==> config.mk <==
export PLATFORM = sky130hd
export DESIGN_NAME = raidcmd_desc_rules
export DESIGN_NICKNAME = d
export VERILOG_FILES = /design/src/rtl/raidcmd_pkg.sv /design/src/rtl/raidcmd_desc_rules.sv
export SDC_FILE = /design/constraint.sdc
export NUM_CORES = 1
export LEC_CHECK = 0
export BUFFER_PORTS_ARGS = -buffer_cell sky130_fd_sc_hd__buf_2
export CAP_MARGIN = 20
export CORE_AREA = 2 2 39 41
export DETAILED_ROUTE_END_ITERATION = 6
export DIE_AREA = 0 0 41 43
export PLACE_DENSITY = 0.69
export SETUP_SLACK_MARGIN = 0.1
export SYNTH_ARGS = -nofsm -noshare
export SYNTH_HDL_FRONTEND = slang
export SYNTH_SLANG_ARGS = --single-unit
==> constraint.sdc <==
create_clock -name vclk -period 5.1
set_input_delay 0.765 -clock vclk [all_inputs]
set_output_delay 0.765 -clock vclk [all_outputs]
set_load 0.01 [all_outputs]
==> src/rtl/raidcmd_pkg.sv <==
package raidcmd_pkg;
   localparam int WORD_W  = 64;
   localparam int CNT_W   = 6;
   localparam int CODE_W  = 4;
   localparam int ALIGN_W = 3;
   localparam int QMUL_W  = 8;

   // control word bit positions
   localparam int C_CNT_LO  = 24;
   localparam int C_P_ON    = 32;
   localparam int C_Q_ON    = 33;
   localparam int C_P_MIX   = 34;
   localparam int C_Q_MIX   = 35;
   localparam int C_P_CMP   = 36;
   localparam int C_Q_CMP   = 37;
   localparam int C_NOTIFY  = 38;

   // output descriptor bit positions
   localparam int O_NOALLOC = 48;
   localparam int O_FULLWR  = 49;

   // input descriptor bit positions
   localparam int I_QMUL_LO = 40;
   localparam int I_PEN     = 48;
   localparam int I_QEN     = 49;
   localparam int I_NOALLOC = 50;

   typedef enum logic [CODE_W-1:0] {
      E_NONE       = 4'd0,
      E_CTL_RSVD   = 4'd1,
      E_SIZE_ALIGN = 4'd2,
      E_COUNT      = 4'd3,
      E_NO_OUTPUT  = 4'd4,
      E_CMP_CONF   = 4'd5,
      E_MIX_ONE    = 4'd6,
      E_OUT_RSVD   = 4'd7,
      E_OUT_CMPFLG = 4'd8,
      E_IN_RSVD    = 4'd9,
      E_IN_ALIGN   = 4'd10,
      E_IN_EN_OFF  = 4'd11,
      E_QMUL       = 4'd12,
      E_P_UNUSED   = 4'd13,
      E_Q_UNUSED   = 4'd14
   } err_e;

   typedef enum logic [2:0] {
      PH_CTL, PH_OUTP, PH_OUTQ, PH_IN, PH_DONE
   } phase_e;

   typedef struct packed {
      logic             p_on;
      logic             q_on;
      logic             p_mix;
      logic             q_mix;
      logic             p_cmp;
      logic             q_cmp;
      logic [CNT_W-1:0] count;
   } ctl_t;

   function automatic ctl_t ctl_decode(input logic [WORD_W-1:0] w);
      ctl_t c;
      c.p_on  = w[C_P_ON];
      c.q_on  = w[C_Q_ON];
      c.p_mix = w[C_P_MIX];
      c.q_mix = w[C_Q_MIX];
      c.p_cmp = w[C_P_CMP];
      c.q_cmp = w[C_Q_CMP];
      c.count = w[C_CNT_LO +: CNT_W];
      return c;
   endfunction
endpackage

==> src/rtl/raidcmd_desc_rules.sv <==
module raidcmd_desc_rules
   import raidcmd_pkg::*;
(
   input  logic [WORD_W-1:0] word,
   input  logic              is_out,
   input  logic              pipe_cmp,
   input  logic              p_on,
   input  logic              q_on,
   output err_e              code
);
   logic [QMUL_W-1:0] qmul;
   logic out_rsvd, out_flag, in_rsvd, in_misalign, in_en_off, in_qmul_bad;
   logic unused_desc;

   assign qmul        = word[I_QMUL_LO +: QMUL_W];
   assign out_rsvd    = (|word[47:40]) | (|word[WORD_W-1:O_FULLWR+1]);
   assign out_flag    = pipe_cmp && (word[O_NOALLOC] || word[O_FULLWR]);
   assign in_rsvd     = |word[WORD_W-1:I_NOALLOC+1];
   assign in_misalign = |word[ALIGN_W-1:0];
   assign in_en_off   = (word[I_PEN] && !p_on) || (word[I_QEN] && !q_on);
   assign in_qmul_bad = word[I_QEN] ? (qmul == '0) : (qmul != '0);
   assign unused_desc = ^{word[39:ALIGN_W], word[I_NOALLOC]};

   always_comb begin
      if (is_out) begin
         if (out_rsvd)      code = E_OUT_RSVD;
         else if (out_flag) code = E_OUT_CMPFLG;
         else               code = E_NONE;
      end else begin
         if (in_rsvd)          code = E_IN_RSVD;
         else if (in_misalign) code = E_IN_ALIGN;
         else if (in_en_off)   code = E_IN_EN_OFF;
         else if (in_qmul_bad) code = E_QMUL;
         else                  code = E_NONE;
      end
   end

   always_comb begin

      if (!is_out && (|word[ALIGN_W-1:0])) in_align_chk: assert (code != E_NONE);

      if (!is_out && word[I_QEN] && qmul == '0) qmul_zero_chk: assert (code != E_NONE);
   end
endmodule

==> key figures <==
Placement
  • Placed Instance Area: 375 um2
  • Input/output buffers: 35
  • Inst Count DP: 78
  • Pre-CTS WS: 2.08 ns
  • Final GP Congestion: 0.725

Timing
  • Worst Max-Slew Pin Slew: 0.340 ns
  • Final worst slack: 2.08 ns
  • Setup TNS: 0 ns
  • Final setup viols: 0
  • RSZ-0062 raised after global routing: false
  • Tcrit/Tclk final: 59.2%
  • Min cycle time layout: 3.02 ns
  • Fin. max-slew vios: 0
  • Achievable Freq: 0.331 GHz
  • Slew HR: 77.1%
  • Final Hold Viols: 0

Critical path
  • Top cell by count, worst path: buf_2
  • CP top delay family: simple AND/OR/NAND/NOR gates
  • Critical path launch point type: input pin
  • Crit end category: primary output
  • Crit path DAT: 2.25 ns
  • CP bufs+invs: 2
  • Crit path cell chain: buf_2 > nor4_2 > nand4_2 > or4b_4 > o22a_1 > buf_2
  • Type of the worst setup path: input pin to primary output
  • Maximum fanout along the worst path: 5
  • Critical-path top delay cell: or4b_4
  • Critical Path RT: 4.34 ns
  • Worst path max stage delay: 0.56 ns

GRT
  • Grt ovf: 0
  • Vias in the first global route: 304
  • GRT Util Overall: 8.49%
  • Global-route wire length before repair: 1150 um
  • Largest net degree at the start of global routing: 6
  • Initial antenna violation count: 0

Clock tree
  • Post-CTS Resized: 0
  • Hold-fix buffers at CTS: 0
  • Post-CTS Setup Bufs: 0

Power and ir drop
  • Sw frac: 41.3%
  • Combinational power share: 100.0%
  • Pwr/cell area: 54.6 nW/um2
  • Total power: 20.5 uW
  • Maximum vdd drop: 0.0000193 V
  • Leakage: 0.195 nW
  • Seq pwr share: 0%
  • Switching pwr: 8.47 uW
  • Clock network power share: 0%
  • P_int: 12.0 uW

Drt
  • WL per Instance: 9.62 um
  • DRT Wirelength: 750 um
  • TritonRoute pass-1 iters: 2
  • DR vias: 331
  • DRT antenna net count: 0
  • Vias per cell: 4.24
  • Initial DRC count: 1
  • # DRC: 0

Die
  • Boundary Pins: 72
  • Core Footprint: 1380 um2
  • # rows: 14
  • Initial Util: 13.0%
  • Die width: 41 um
  • Die area: 1760 um2
  • Die height: 43 um

Synth
  • Top cells by area, synth: nor4_2 14%, xnor2_1 9.7%, nor3_1 8.3%
  • Yosys top cell area share: 13.9%
  • Syn Std Cell Area: 180 um2
  • Largest area contributor in the netlist: nor4_2
  • Syn_nets: 95
  • Mapped Cells: 27
  • Seq/Total Area, Yosys: 0%
  • Distinct cell type count after synthesis: 17
  • Post-Syn Area per Cell: 6.67 um2
  • Warnings, synthesis: 0

Cells and area
  • FF+latch count: 0
  • Finished Cell Area: 375 um2
  • Register area: 0 um2
  • Fin cells: 78
  • CLK BUF: 0
  • Filler cell count: 162
  • Layout cells sized above 1: 62.9%
  • Area grow syn2layout: 108%
  • Nets@finish: 132
  • Ant diodes: 0

Min path
  • Hold crit path type: input pin to primary output

Outcome
  • Status: completed

Job
  • Max_cap viols: 0
-- area by class of cell --
type / count / area, um2 / share of cell area, %
Multi-Input combinational cell: 24 / 169 / 45.0
Timing Repair Buffer: 35 / 175 / 46.7
Inverter: 3 / 11.3 / 3.00
Tap cell: 16 / 20.0 / 5.33
-- cells in the final DEF (no fill, tap or decap) --
cell,count
nor2_1,1
o22a_1,1
or4b_4,1
nand2_1,3
nor4_1,2
o31ai_1,1
nand3b_1,1
nor3_1,3
xnor2_1,2
inv_1,3
o21ai_1,1
o22ai_1,1
nor4_2,2
o21ai_0,2
nand4_2,1
a31oi_1,1
nor2b_1,1
buf_2,35
-- worst paths after layout --
path,from,end,slack (ns),cells after the start
min,is_out,code[1],1.85,3
max,word[60],code[3],2.08,6
-- power groups by stage --
stage / sequential, mW / combinational [mW] / clock, mW
5_1_grt: 0 / 0.0228 / 0
3_5_place_dp: 0 / 0.0207 / 0
4_1_cts: 0 / 0.0207 / 0
6_report: 0 / 0.0205 / 0
3_3_place_gp: 0 / 0.0202 / 0
2_1_floorplan: 0 / 0.00617 / 0
-- metal layers --
metal  part of all wire, %  GRT usage (%)
met1                    38           10.8
met3                    18           2.62
met4                     0              0
met5                     0              0
met2                    44           14.4
-- through the flow --
stage          util (%)  hold slack (ns)
2_1_floorplan         -             1.62
5_1_grt            27.1             1.87
3_5_place_dp       27.1             1.86
3_3_place_gp       27.1             1.85
4_1_cts            27.1             1.85
6_report           27.1             1.85
-- cells in the mapped netlist, types with 2 or more instances --
cell / instances
nand2_1: 3
xnor2_1: 2
nor4_2: 2
nor3_1: 3
inv_1: 3
nor4_1: 2
o21ai_0: 2
-- cell families after synthesis --
logic type | count (synthesis) | share of synthesized area, %
AOI/OAI and AO/OA | 7 | 24.3
xor gates and xnor gates | 2 | 9.72
and+or+nand+nor | 15 | 59.7
buffers and inverters | 3 | 6.25
Power figures use the tool's default switching activity.
